[config.mk]
export PLATFORM = sky130hd
export DESIGN_NAME = thread_squash_ctrl
export DESIGN_NICKNAME = d
export VERILOG_FILES = /design/src/rtl/tsq_pkg.sv /design/src/rtl/tsq_trap_timer.sv /design/src/rtl/tsq_thread.sv /design/src/rtl/thread_squash_ctrl.sv
export SDC_FILE = /design/constraint.sdc
export NUM_CORES = 1
export LEC_CHECK = 0
export ABC_AREA = 1
export BUFFER_PORTS_ARGS = -buffer_cell sky130_fd_sc_hd__buf_2
export CORE_ASPECT_RATIO = 0.75
export CORE_UTILIZATION = 50
export CTS_CLUSTER_DIAMETER = 60
export DETAILED_ROUTE_END_ITERATION = 6
export GPL_TIMING_DRIVEN = 0
export PLACE_DENSITY = 0.8
export SLEW_MARGIN = 20
export SYNTH_ARGS = -nofsm -noshare
export SYNTH_HDL_FRONTEND = slang
export SYNTH_SLANG_ARGS = --single-unit
export TNS_END_PERCENT = 30
[constraint.sdc]
create_clock -name clk_i -period 4.05 [get_ports clk_i]
set_input_delay 0.81 -clock clk_i [delete_from_list [all_inputs] [get_ports clk_i]]
set_output_delay 0.81 -clock clk_i [all_outputs]
set_load 0.03 [all_outputs]
[src/rtl/tsq_pkg.sv]
package tsq_pkg;
  typedef enum logic [2:0] {
    TS_IDLE  = 3'd0,
    TS_RUN   = 3'd1,
    TS_SQ    = 3'd2,
    TS_TRAP  = 3'd3,
    TS_FTRAP = 3'd4
  } tstate_e;
endpackage

[src/rtl/tsq_trap_timer.sv]
module tsq_trap_timer #(
  parameter int LAT_W = 8
) (
  input  logic             clk_i,
  input  logic             rst_ni,
  input  logic             load_i,
  input  logic [LAT_W-1:0] lat_i,
  output logic             busy_o,
  output logic             fire_o
);
  logic             pend_q;
  logic [LAT_W-1:0] cnt_q;

  assign busy_o = pend_q;
  assign fire_o = pend_q && (cnt_q == '0);

  always_ff @(posedge clk_i or negedge rst_ni) begin
    if (!rst_ni) begin
      pend_q <= 1'b0;
      cnt_q  <= '0;
    end else if (load_i) begin
      pend_q <= 1'b1;
      cnt_q  <= lat_i;
    end else if (fire_o) begin
      pend_q <= 1'b0;
    end else if (pend_q) begin
      cnt_q <= cnt_q - LAT_W'(1);
    end
  end
endmodule

[src/rtl/tsq_thread.sv]
module tsq_thread
  import tsq_pkg::*;
#(
  parameter int SEQ_W = 16,
  parameter int PC_W  = 32,
  parameter int LAT_W = 8
) (
  input  logic             clk_i,
  input  logic             rst_ni,
  input  logic             stall_i,
  input  logic [LAT_W-1:0] lat_i,
  input  logic             ex_vld_i,
  input  logic [SEQ_W-1:0] ex_seq_i,
  input  logic             ex_incl_i,
  input  logic [PC_W-1:0]  ex_pc_i,
  input  logic             ins_vld_i,
  input  logic [SEQ_W-1:0] ins_seq_i,
  input  logic             fault_i,
  input  logic             clear_i,
  input  logic             trap_req_i,
  input  logic             ctx_req_i,
  input  logic             rob_done_i,
  input  logic             rob_empty_i,
  input  logic [SEQ_W-1:0] head_seq_i,
  input  logic [PC_W-1:0]  restart_pc_i,
  output tstate_e          state_o,
  output logic             trap_wait_o,
  output logic             sq_vld_o,
  output logic [SEQ_W-1:0] sq_seq_o,
  output logic [PC_W-1:0]  sq_pc_o
);
  tstate_e          st_q, st_n;
  logic [SEQ_W-1:0] young_q, young_n, ex_bnd;
  logic             ctx_q, ctx_n, ctx_go;
  logic             vld_q, vld_n;
  logic [SEQ_W-1:0] seq_q, seq_n;
  logic [PC_W-1:0]  pc_q, pc_n;
  logic             tmr_busy, tmr_fire;

  tsq_trap_timer #(.LAT_W(LAT_W)) u_timer (
    .clk_i (clk_i),
    .rst_ni(rst_ni),
    .load_i(trap_req_i),
    .lat_i (lat_i),
    .busy_o(tmr_busy),
    .fire_o(tmr_fire)
  );

  assign ex_bnd = ex_incl_i ? ex_seq_i - SEQ_W'(1) : ex_seq_i;
  // context squash waits behind a running or starting trap countdown
  assign ctx_go = (ctx_q || ctx_req_i) && !tmr_busy && !trap_req_i;

  always_comb begin
    st_n    = st_q;
    young_n = young_q;
    ctx_n   = ctx_q || ctx_req_i;
    vld_n   = 1'b0;
    seq_n   = '0;
    pc_n    = '0;

    if (ins_vld_i && !stall_i) begin
      young_n = ins_seq_i;
      if (st_n == TS_IDLE) st_n = TS_RUN;
    end
    if (st_q == TS_SQ && rob_done_i) st_n = TS_RUN;
    if (fault_i && st_n != TS_TRAP) st_n = TS_FTRAP;
    if (clear_i && st_n == TS_FTRAP) st_n = TS_RUN;
    if (trap_req_i) st_n = TS_TRAP;

    if (tmr_fire || ctx_go) begin
      st_n    = TS_SQ;
      young_n = '0;
      vld_n   = 1'b1;
      seq_n   = rob_empty_i ? '0 : head_seq_i - SEQ_W'(1);
      pc_n    = restart_pc_i;
      if (!tmr_fire) ctx_n = 1'b0;
    end

    if (ex_vld_i && st_n != TS_TRAP && ex_seq_i <= young_n) begin
      st_n    = TS_SQ;
      young_n = ex_bnd;
      vld_n   = 1'b1;
      seq_n   = ex_bnd;
      pc_n    = ex_pc_i;
    end
  end

  always_ff @(posedge clk_i or negedge rst_ni) begin
    if (!rst_ni) begin
      st_q    <= TS_IDLE;
      young_q <= '0;
      ctx_q   <= 1'b0;
      vld_q   <= 1'b0;
      seq_q   <= '0;
      pc_q    <= '0;
    end else begin
      st_q    <= st_n;
      young_q <= young_n;
      ctx_q   <= ctx_n;
      vld_q   <= vld_n;
      seq_q   <= seq_n;
      pc_q    <= pc_n;
    end
  end

  assign state_o     = st_q;
  assign trap_wait_o = tmr_busy && !tmr_fire;
  assign sq_vld_o    = vld_q;
  assign sq_seq_o    = seq_q;
  assign sq_pc_o     = pc_q;
endmodule

[src/rtl/thread_squash_ctrl.sv]
module thread_squash_ctrl
  import tsq_pkg::*;
#(
  parameter int NUM_THREADS = 2,
  parameter int SEQ_W       = 16,
  parameter int PC_W        = 32,
  parameter int LAT_W       = 8,
  localparam int CNT_W      = $clog2(NUM_THREADS + 1)
) (
  input  logic                                clk_i,
  input  logic                                rst_ni,
  input  logic [LAT_W-1:0]                    trap_lat_i,
  input  logic [NUM_THREADS-1:0]              ex_squash_i,
  input  logic [NUM_THREADS-1:0][SEQ_W-1:0]   ex_seq_i,
  input  logic [NUM_THREADS-1:0]              ex_incl_i,
  input  logic [NUM_THREADS-1:0][PC_W-1:0]    ex_pc_i,
  input  logic [NUM_THREADS-1:0]              ins_valid_i,
  input  logic [NUM_THREADS-1:0][SEQ_W-1:0]   ins_seq_i,
  input  logic [NUM_THREADS-1:0]              fetch_fault_i,
  input  logic [NUM_THREADS-1:0]              fetch_clear_i,
  input  logic [NUM_THREADS-1:0]              trap_req_i,
  input  logic [NUM_THREADS-1:0]              ctx_squash_i,
  input  logic [NUM_THREADS-1:0]              rob_done_i,
  input  logic [NUM_THREADS-1:0]              rob_empty_i,
  input  logic [NUM_THREADS-1:0][SEQ_W-1:0]   rob_head_seq_i,
  input  logic [NUM_THREADS-1:0][PC_W-1:0]    restart_pc_i,
  output logic [NUM_THREADS-1:0]              sq_valid_o,
  output logic [NUM_THREADS-1:0][SEQ_W-1:0]   sq_seq_o,
  output logic [NUM_THREADS-1:0][PC_W-1:0]    sq_pc_o,
  output logic [NUM_THREADS-1:0]              sq_rob_o,
  output logic [NUM_THREADS-1:0]              fault_pend_o,
  output logic [CNT_W-1:0]                    squash_cnt_o,
  output logic                                stall_o
);
  tstate_e                      st_arr [NUM_THREADS];
  logic [NUM_THREADS-1:0][2:0]  st_vec;
  logic [NUM_THREADS-1:0]       trap_wait;
  logic [CNT_W-1:0]             cnt;

  for (genvar g = 0; g < NUM_THREADS; g++) begin : g_thr
    tsq_thread #(.SEQ_W(SEQ_W), .PC_W(PC_W), .LAT_W(LAT_W)) u_thr (
      .clk_i       (clk_i),
      .rst_ni      (rst_ni),
      .stall_i     (stall_o),
      .lat_i       (trap_lat_i),
      .ex_vld_i    (ex_squash_i[g]),
      .ex_seq_i    (ex_seq_i[g]),
      .ex_incl_i   (ex_incl_i[g]),
      .ex_pc_i     (ex_pc_i[g]),
      .ins_vld_i   (ins_valid_i[g]),
      .ins_seq_i   (ins_seq_i[g]),
      .fault_i     (fetch_fault_i[g]),
      .clear_i     (fetch_clear_i[g]),
      .trap_req_i  (trap_req_i[g]),
      .ctx_req_i   (ctx_squash_i[g]),
      .rob_done_i  (rob_done_i[g]),
      .rob_empty_i (rob_empty_i[g]),
      .head_seq_i  (rob_head_seq_i[g]),
      .restart_pc_i(restart_pc_i[g]),
      .state_o     (st_arr[g]),
      .trap_wait_o (trap_wait[g]),
      .sq_vld_o    (sq_valid_o[g]),
      .sq_seq_o    (sq_seq_o[g]),
      .sq_pc_o     (sq_pc_o[g])
    );
    assign st_vec[g]       = st_arr[g];
    assign sq_rob_o[g]     = (st_arr[g] == TS_SQ);
    assign fault_pend_o[g] = (st_arr[g] == TS_FTRAP);
  end

  always_comb begin
    cnt = '0;
    for (int i = 0; i < NUM_THREADS; i++) cnt = cnt + CNT_W'(sq_rob_o[i]);
  end

  assign squash_cnt_o = cnt;
  assign stall_o      = (cnt == CNT_W'(NUM_THREADS));
endmodule

Yosys cells after proc, flatten, opt, wreduce, memory -nomap -nowiden
Index checks and enable logic that the tools add are counted.
- register bits after elaboration: 156
- output and inout port bits: 105
- $add $sub $neg: 7
- $lt $le $gt $ge: 2
- eq/ne operators: 13
- muxes and demuxes: 52
- reduce and logical (&&, ||, !) cells: 37
- operators by type and width (operator ; number):
    $mux 16 ; 14
    $mux 32 ; 4
    $sub 16x1->16 const B ; 4
    $mux 3 ; 16
    $mux 8 ; 6
    $le 16x16->1 ; 2
    $logic_and 1x1->1 ; 18
    $logic_not 8->1 ; 2
    $sub 8x1->8 const B ; 2
    $eq 3x3->1 const B ; 4
    $mux 1 ; 12
    $ne 3x2->1 const B ; 4
    $reduce_bool 2->1 ; 4
    $eq 3x2->1 const B ; 2
    $logic_not 3->1 ; 2
    $logic_not 1->1 ; 5
    $logic_or 1x1->1 ; 4
    $ne 2x2->1 const B ; 2
    $reduce_and 2->1 ; 2
    $add 1x1->2 ; 1
    $eq 2x2->1 const B ; 1

Logic depth before layout (Yosys ltp)
Gate-level depths: netlist (run 1).
- depth in word-level cells: 19
- gate-level depth with buffers: 24
- mapped depth without buffers: 21

Hierarchy
A second synthesis (run 1) with hierarchy kept.
- cell total of the unflattened synthesis: 1601
- area total of the unflattened synthesis: 10650.2 sq um
- by module, submodules not included (module ; instances ; cells each ; area each (sq um) ; seq. area each (sq um)):
    tsq_thread (g_thr[0].u_thr) ; 1 ; 703 ; 4642.0 ; 1726.7
    tsq_thread (g_thr[1].u_thr) ; 1 ; 695 ; 4614.4 ; 1726.7
    tsq_trap_timer ; 2 ; 94 ; 659.4 ; 225.2
    thread_squash_ctrl ; 1 ; 15 ; 75.1 ; 0.0

Worst setup path after synthesis (run 1)
Ideal clock, no wire load.
- path kind: register -> register
- start point: register g_thr[1].u_thr.st_q[0]
- end point: register g_thr[1].u_thr.pc_q[11]
- setup time: 66 ps
- arrival: 4089 ps
- path slack: -105 ps
- stages on the path, launching flop included: 21
- cell sequence: dfrtp_1 -> nor3_1 -> ha_1 -> nor2_1 -> inv_1 -> clkbuf_1 -> nand2_1 -> nand2_1 -> nand2_1 -> ha_1 -> a21oi_1 -> nor2_1 -> nor3_1 -> nand2_1 -> nand2_1 -> nand2_1 -> nand2_1 -> buf_2 -> clkbuf_1 -> nand3_1 -> nand2_1
- word-level cells in the longest chain between the ends: 19
- elaborated cells on any way between the ends: 25
- those cells by class: add/sub: 1; order compare: 1; eq/ne: 5; mux: 10; reduce/logical: 8
- ends and longest elaborated chain (item ; RTL line ; RTL):
    start, declared ; tsq_thread.sv:32 ; tstate_e st_q, st_n;
    start signal, assigned ; tsq_thread.sv:97 ; st_q <= st_n;
    $eq 3x2->1 * ; thread_squash_ctrl.sv:67 ; assign sq_rob_o[g] = (st_arr[g] == TS_SQ);
    via sq_rob_o[1] ; thread_squash_ctrl.sv:30 ; output logic [NUM_THREADS-1:0] sq_rob_o,
    $add 1x1->2 * ; thread_squash_ctrl.sv:73 ; for (int i = 0; i < NUM_THREADS; i++) cnt = cnt + CNT_W'(sq_rob_o[i]);
    $eq 2x2->1 * ; thread_squash_ctrl.sv:77 ; assign stall_o = (cnt == CNT_W'(NUM_THREADS));
    via stall_o ; thread_squash_ctrl.sv:33 ; output logic stall_o
    $logic_not 1->1 * ; tsq_thread.sv:61 ; if (ins_vld_i && !stall_i) begin
    $logic_and 1x1->1 * ; tsq_thread.sv:61 ;
    $mux 3 ; tsq_thread.sv:61 ;
    (+6 left out) ; - ;
    $mux 3 ; tsq_thread.sv:67 ; if (clear_i && st_n == TS_FTRAP) st_n = TS_RUN;
    $mux 3 ; tsq_thread.sv:68 ; if (trap_req_i) st_n = TS_TRAP;
    $mux 3 ; tsq_thread.sv:70 ; if (tmr_fire || ctx_go) begin
    $ne 3x2->1 ; tsq_thread.sv:79 ; if (ex_vld_i && st_n != TS_TRAP && ex_seq_i <= young_n) begin
    $logic_and 1x1->1 ; tsq_thread.sv:79 ;
    $logic_and 1x1->1 * ; tsq_thread.sv:79 ;
    $mux 32 * ; tsq_thread.sv:79 ;
    via g_thr[1].u_thr.pc_n[11] ; tsq_thread.sv:37 ; logic [PC_W-1:0] pc_q, pc_n;
    end signal, assigned ; tsq_thread.sv:102 ; pc_q <= pc_n;
    end, declared ; tsq_thread.sv:37 ;
Mark *: on every way through the listed nets, which the timed path passes. The rest lies on a longest branch.
A chain may end at the register's enable or synchronous reset.

Worst setup path after layout (run 1)
- start point: register g_thr[0].u_thr.st_q[1]
- end point: register g_thr[1].u_thr.st_q[1]
- word-level cells in the longest chain between the ends: 19
- elaborated cells on any way between the ends: 22
- those cells by class: add/sub: 1; order compare: 1; eq/ne: 5; mux: 9; reduce/logical: 6
- ends and longest elaborated chain (item ; RTL line ; RTL):
    start, declared ; tsq_thread.sv:32 ;
    start signal, assigned ; tsq_thread.sv:97 ;
    $eq 3x2->1 * ; thread_squash_ctrl.sv:67 ;
    $add 1x1->2 * ; thread_squash_ctrl.sv:73 ;
    $eq 2x2->1 * ; thread_squash_ctrl.sv:77 ;
    $logic_not 1->1 * ; tsq_thread.sv:61 ;
    $logic_and 1x1->1 * ; tsq_thread.sv:61 ;
    $mux 3 ; tsq_thread.sv:61 ;
    $mux 3 ; tsq_thread.sv:65 ; if (st_q == TS_SQ && rob_done_i) st_n = TS_RUN;
    $ne 3x2->1 ; tsq_thread.sv:66 ; if (fault_i && st_n != TS_TRAP) st_n = TS_FTRAP;
    (+3 left out) ; - ;
    $logic_and 1x1->1 ; tsq_thread.sv:67 ;
    $mux 3 ; tsq_thread.sv:67 ;
    $mux 3 ; tsq_thread.sv:68 ;
    $mux 3 ; tsq_thread.sv:70 ;
    $ne 3x2->1 ; tsq_thread.sv:79 ;
    $logic_and 1x1->1 (2 in series) ; tsq_thread.sv:79 ;
    $mux 3 * ; tsq_thread.sv:79 ;
    via g_thr[1].u_thr.st_n[1] ; tsq_thread.sv:32 ;
Marked as above.

==> results of run 1 <==
area by class of cell:
class                           count  area, µm²
Fill cell                        1756       6680
Multi-Input combinational cell   1058       5090
Sequential cell                   156       3900
Timing Repair Buffer              356       1820
Inverter                          182        687
Clock buffer                       17        425
Buffer                             58        338
Tap cell                          253        317
Clock inverter                     15        176
state kept, by name (all words and copies together), names as in the netlist:
register                    flops
g_thr.u_thr.ctx_q               2
g_thr.u_thr.sq_pc_o            64
g_thr.u_thr.sq_seq_o           32
g_thr.u_thr.sq_vld_o            2
g_thr.u_thr.state_o             6
g_thr.u_thr.u_timer.busy_o      2
g_thr.u_thr.u_timer.cnt_q      16
g_thr.u_thr.young_q            32
cells by family after synthesis:
| logic type | Yosys count |
|---|---|
| AND/OR/NAND/NOR | 896 |
| buffers and inverters | 241 |
| flip-flops | 156 |
| AO/OA/AOI/OAI | 63 |
| XOR/XNOR | 58 |
| adder cells (fa/ha/maj) | 41 |
worst max-delay path, stage by stage (launching register included):
cell	delay [ns]
dfrtp_1	0.46
inv_1	0.08
nor3_2	0.23
ha_2	0.32
nor2_4	0.11
clkinvlp_4	0.07
buf_4	0.20
buf_4	0.17
nand2_1	0.05
nand2_1	0.06
nand2_1	0.12
ha_1	0.33
nand3_1	0.09
nor3_1	0.24
nand2_1	0.09
nand2_1	0.07
nand2_1	0.15
nand2_1	0.15
buf_4	0.22
buf_4	0.26
nand4_1	0.12
cell usage after synthesis, drive strengths merged, types with 4 or more instances:
cell type,number,area [µm²]
nand2,530,1990
or2,4,25.0
dfrtp,156,3900
o21ai,18,93.8
a21oi,25,136
xor2,43,377
nor3,28,145
nand3b,4,30.0
nand4,13,81.3
ha,41,513
inv,181,679
nor2,189,712
o221ai,7,61.3
o211ai,5,37.5
xnor2,15,131
nand3,126,646
buf,38,244
clkbuf,21,78.8
worst min path at each step:
| stage | from | end | slack [ns] | cells past startpoint |
|---|---|---|---|---|
| floorplan | g_thr[0].u_thr.u_timer.cnt_q[7] | g_thr[0].u_thr.u_timer.cnt_q[7] | 0.46 | 2 |
| global placement | g_thr[0].u_thr.u_timer.cnt_q[7] | g_thr[0].u_thr.u_timer.cnt_q[7] | 0.48 | 2 |
| detailed placement | g_thr[0].u_thr.u_timer.cnt_q[7] | g_thr[0].u_thr.u_timer.cnt_q[7] | 0.48 | 2 |
| CTS | rst_ni | g_thr[0].u_thr.sq_pc_o[20] | 0.33 | 1 |
| global route | rst_ni | g_thr[0].u_thr.sq_pc_o[16] | 0.35 | 1 |
| finish | rst_ni | g_thr[0].u_thr.sq_pc_o[20] | 0.30 | 1 |
per-layer routing:
layer | GRT usage | wire (µm) | vias up
li1 | - | - | 5233
met5 | 0 | 8 | -
met4 | 0.102 | 820 | 2
met3 | 0.0576 | 2620 | 66
met1 | 0.467 | 14900 | 4918
met2 | 0.518 | 15600 | 464
report_power, final:
group,total (µW),switching (µW),internal (µW)
Clock,1670,741,933
Sequential,1960,118,1850
Combinational,2290,1560,728
Total,5930,2420,3510
stage by stage:
stage,instances,util,total power [µW],hold WS [ns],setup WS (ns)
floorplan,1455,-,3450,0.459,0.240
global placement,2061,0.621,4150,0.479,-0.621
detailed placement,2062,0.623,4210,0.483,-0.616
CTS,2093,0.654,5890,0.330,0.0167
global route,2095,0.656,6260,0.347,0.0375
finish,2095,0.656,5930,0.305,0.272
repair_timing:
item                       CTS  global route
hold endpoints to repair     0             0
hold buffers                 0             0
gates resized for setup      9            15
setup buffers                0             2
setup endpoints to repair  132           122
pin swaps                    0             0
==> results.sh, run 1 <==
export IMPL_design_die_area_mm2=0.0205
export IMPL_grt_residual_overflow=0
export IMPL_floorplan_io_pins=357
export IMPL_report_final_hold_viol_count=0
export IMPL_r2r_worst_path_cells=20
export IMPL_cp_end_kind="flop"
export IMPL_initial_util=0.513
export IMPL_die_width_um=165
export IMPL_worst_slew_margin_rel=0.487
export IMPL_drt_total_wl_mm=33.9
export IMPL_pin_count_of_the_biggest_net_entering_global_routing=91
export IMPL_rr_endpoint="g_thr[1].u_thr.state_o[1]"
export IMPL_number_of_global_route_vias_before_repair=9978
export IMPL_fp_row_count=44
export IMPL_stdcell_area_mm2=0.0128
export IMPL_clkSinkCount=156
export IMPL_detail_route_vias_per_cell=5.10
export IMPL_synth_simple_gate_area_frac=0.366
export IMPL_holdCritPathClass="input port to async pin"
export IMPL_synth_compound_gate_area_share=0.0392
export IMPL_synth_edf_count=0
export IMPL_synth_xor_area_frac=0.0510
export IMPL_cts_root_buf="clkbuf_16"
export IMPL_r2r_start="g_thr[0].u_thr.state_o[1]"
export IMPL_run_status="finished clean"
export IMPL_placeableCoreArea_mm2=0.0194
export IMPL_cts_buffer_depth=2
export IMPL_setup_viol_count_final=0
export IMPL_final_common_cell="nand2_1"
export IMPL_period_minus_slack_ns=3.78
export IMPL_synth_area_mm2=0.00997
export IMPL_number_of_pins_exceeding_their_max_slew_limit_in_the_final_report=0
export IMPL_rsz_0062_raised_after_global_routing="no"
export IMPL_drt_pass1_iterations=5
export IMPL_kind_of_start_point_of_the_critical_path="flop"
export IMPL_worst_slew_pin_slew_ns=0.770
export IMPL_numPortBuffers=353
export IMPL_leading_cell_types_in_the_layout_fill_and_taps_excluded="nand2_1, buf_2, nor2_1"
export IMPL_layout_cell_share_with_drive_strength_beyond_1=0.250
export IMPL_finalSetupTns_ns=0
export IMPL_htree_levels=4
export IMPL_drt_wirelength_per_cell_um=16.2
export IMPL_area_delta_synth_final_pct=28.0
export IMPL_yosys_most_used_dff="dfrtp_1"
export IMPL_synthMuxAreaShare=0
export IMPL_finalWeightedCongestion=0.973
export IMPL_ys_ff_latch=156
export IMPL_vdd_ir_drop_worst_v=0.000274
export IMPL_route_antenna_remaining_nets=0
export IMPL_critical_path_arrival_ns=4.05
export IMPL_syn_nets=1748
export IMPL_fin_nets=2122
export IMPL_fmaxAchievable_mhz=265
export IMPL_grt_first_pass_wirelength_mm=52.2
export IMPL_drt_initial_drc_count=953
export IMPL_cap_viol_max_count=0
export IMPL_drc=0
export IMPL_critical_path_max_fanout=12
export IMPL_yosysUniqueCellTypes=35
export IMPL_power_per_cell_area_mw_per_mm2=465
export IMPL_dominant_combinational_cell_family_by_area_after_synthesis="simple AND/OR/NAND/NOR gates"
export IMPL_num_antenna_cells=0
export IMPL_clk_pin_slew_worst_paths_ns=0.08
export IMPL_regToRegSetupSlack_ns=0.27
export IMPL_worst_clock_skew_ns=0.0130
export IMPL_cts_tree="done"
export IMPL_synth_async_sr_flop_share=1.00
export IMPL_worstSetupStartpoint="g_thr[0].u_thr.state_o[1]"
export IMPL_fin_crit_sh=0.933
export IMPL_p_leak_uw=0.00783
export IMPL_floorplan_die_height_um=124
export IMPL_setup_worst_path_end="g_thr[1].u_thr.state_o[1]"
export IMPL_setup_worst_path_class="flop to flop"
export IMPL_seq_area_frac_synth=0.392
export IMPL_dpl_hpwl_mm=26.4
export IMPL_antenna_found_initial=1
export IMPL_grt_usage=0.332
export IMPL_later_pin_clock_latency_in_the_skew_report_ns=0.43
export IMPL_numCtsBuffers=17
export IMPL_vias=10683
export IMPL_synth_warnings=0
export IMPL_critical_path_required_ns=4.32
export IMPL_syn_area_per_cell_um2=6.85
export IMPL_placed_cell_area_mm2=0.0121
export IMPL_postSynthCellCount=1455
export IMPL_yosys_area_share_adder=0.0515
(Power assumes the default switching activity.)
==> inputs of run 2 (changes only) <==
CORE_MARGIN = 2   (was default)
SLEW_MARGIN = default   (was 20)
==> run 2 against run 1 <==
  * Register-to-register slack worse by 0.07 ns
  * Combinational power barely moved
  * Highest routed layer is now met4
  * Critical path depth fell by 3
  * Die area is 2.8% higher
  * Total power up 0.69%
  * Largest power group unchanged
==> results.sh, run 2 (synthesis results as in run 1) <==
export IMPL_run_status="finished clean"
export IMPL_holdCritPathClass="input port to async pin"
export IMPL_initial_util=0.513
export IMPL_area_delta_synth_final_pct=28.5
export IMPL_fin_crit_sh=0.951
export IMPL_cts_tree="done"
export IMPL_setup_viol_count_final=0
export IMPL_p_total_uw=5970
export IMPL_die_width_um=167
export IMPL_vdd_ir_drop_worst_v=0.000280
export IMPL_period_minus_slack_ns=3.85
export IMPL_setup_worst_path_class="flop to flop"
export IMPL_drc=0
export IMPL_antenna_found_initial=6
export IMPL_stdcell_area_mm2=0.0128
export IMPL_detail_route_vias_per_cell=5.14
export IMPL_grt_first_pass_wirelength_mm=52.3
export IMPL_grt_usage=0.315
export IMPL_number_of_pins_exceeding_their_max_slew_limit_in_the_final_report=0
export IMPL_finalSetupTns_ns=0
export IMPL_preCtsSetupSlack_ns=-0.544
export IMPL_finalWeightedCongestion=0.978
export IMPL_critical_path_max_fanout=10
export IMPL_rsz_0062_raised_after_global_routing="no"
export IMPL_fmaxAchievable_mhz=260
export IMPL_final_common_cell="nand2_1"
export IMPL_floorplan_die_height_um=126
export IMPL_layout_cell_share_with_drive_strength_beyond_1=0.250
export IMPL_numCtsBuffers=17
export IMPL_p_leak_uw=0.00784
export IMPL_floorplan_io_pins=357
export IMPL_design_die_area_mm2=0.0211
export IMPL_number_of_global_route_vias_before_repair=10003
export IMPL_route_antenna_remaining_nets=0
export IMPL_drt_pass1_iterations=6
export IMPL_cts_buffer_depth=2
export IMPL_worst_clock_skew_ns=0.0134
export IMPL_numPortBuffers=353
export IMPL_dpl_hpwl_mm=26.6
export IMPL_fp_row_count=44
export IMPL_drt_initial_drc_count=931
export IMPL_critical_path_required_ns=4.40
export IMPL_drt_total_wl_mm=34.0
export IMPL_placed_cell_area_mm2=0.0121
export IMPL_pin_count_of_the_biggest_net_entering_global_routing=83
export IMPL_worst_slew_pin_slew_ns=0.667
export IMPL_drt_wirelength_per_cell_um=16.2
export IMPL_largest_register_ff_count=64
export IMPL_post_route_worst_setup_slack_ns=0.197
export IMPL_report_final_hold_viol_count=0
export IMPL_cp_end_kind="flop"
export IMPL_later_pin_clock_latency_in_the_skew_report_ns=0.43
export IMPL_critical_path_arrival_ns=4.21
export IMPL_leading_cell_types_in_the_layout_fill_and_taps_excluded="nand2_1, buf_2, nor2_1"
export IMPL_cap_viol_max_count=0
export IMPL_clk_pin_slew_worst_paths_ns=0.07
export IMPL_worst_slew_margin_rel=0.556
export IMPL_grt_residual_overflow=0
export IMPL_cts_root_buf="clkbuf_16"
export IMPL_htree_levels=4
export IMPL_clkSinkCount=156
export IMPL_filler_cell_count=1701
export IMPL_fin_nets=2121
export IMPL_power_per_cell_area_mw_per_mm2=466
export IMPL_vias=10803
export IMPL_placeableCoreArea_mm2=0.0194
export IMPL_kind_of_start_point_of_the_critical_path="flop"
run 2: final timing paths:
kind	startpoint	end	slack, ns	cells past startpoint
max reg2reg	g_thr[1].u_thr.state_o[0]	g_thr[1].u_thr.sq_pc_o[26]	0.20	17
min	rst_ni	g_thr[1].u_thr.sq_pc_o[27]	0.33	1
max in group asynchronous	rst_ni	g_thr[0].u_thr.young_q[9]	2.88	2
max	g_thr[1].u_thr.state_o[0]	g_thr[1].u_thr.sq_pc_o[26]	0.20	17
min reg2reg	g_thr[0].u_thr.u_timer.cnt_q[7]	g_thr[0].u_thr.u_timer.cnt_q[7]	0.49	2
min in group clk_i	g_thr[0].u_thr.u_timer.cnt_q[7]	g_thr[0].u_thr.u_timer.cnt_q[7]	0.49	2
run 2: layout make-up:
class | count | area [µm²] | share of cell area
multi-input cells | 1058 | 5110 | 0.399
diodes | 7 | 17.5 | 0.00137
plain buffers | 59 | 342 | 0.0267
clock inverters | 15 | 196 | 0.0153
well taps | 253 | 317 | 0.0247
repair buffers | 354 | 1800 | 0.141
clock buffers | 17 | 425 | 0.0332
inverters | 182 | 687 | 0.0537
flip-flops and latches | 156 | 3900 | 0.305
run 2: metal layers:
layer	up-vias	wire, µm	track usage
li1	5239	-	-
met1	4975	14900	0.444
met2	520	15500	0.501
met3	69	2550	0.0471
met4	0	1070	0.107
met5	-	0	0
run 2: where the power goes:
group | internal, µW | total, µW | leakage (µW) | switching, µW
combinational | 733 | 2290 | 0.00551 | 1560
sequential | 1850 | 1970 | 0.00203 | 121
clock | 945 | 1710 | 0.000298 | 766
run 2: worst max-delay path, stage by stage (launching register included):
cell and delay (ns):
dfrtp_1 0.45, nor3_4 0.39, ha_4 0.24, nor2_4 0.09
inv_2 0.17, clkbuf_4 0.28, nand2_1 0.07, nand2_1 0.06
nand2_1 0.12, ha_1 0.37, nand4_1 0.16, nor3_2 0.28
nand2_1 0.09, nand2_1 0.20, buf_2 0.32, buf_2 0.28
nand3_1 0.09, nand2_1 0.11
run 2: through the flow:
step	std cells	hold WS (ns)	utilization
3_3_place_gp	2061	0.477	0.621
6_report	2101	0.332	0.659
2_1_floorplan	1455	0.459	-
4_1_cts	2094	0.382	0.656
5_1_grt	2100	0.400	0.659
3_5_place_dp	2062	0.476	0.623
run 2: what timing repair did:
| item | 4_1_cts | 5_1_grt |
|---|---|---|
| pin swaps | 0 | 0 |
| buffers inserted | 0 | 0 |
| endpoints found under the setup margin | 134 | 136 |
| hold buffers | 0 | 0 |
| resized for setup | 11 | 18 |
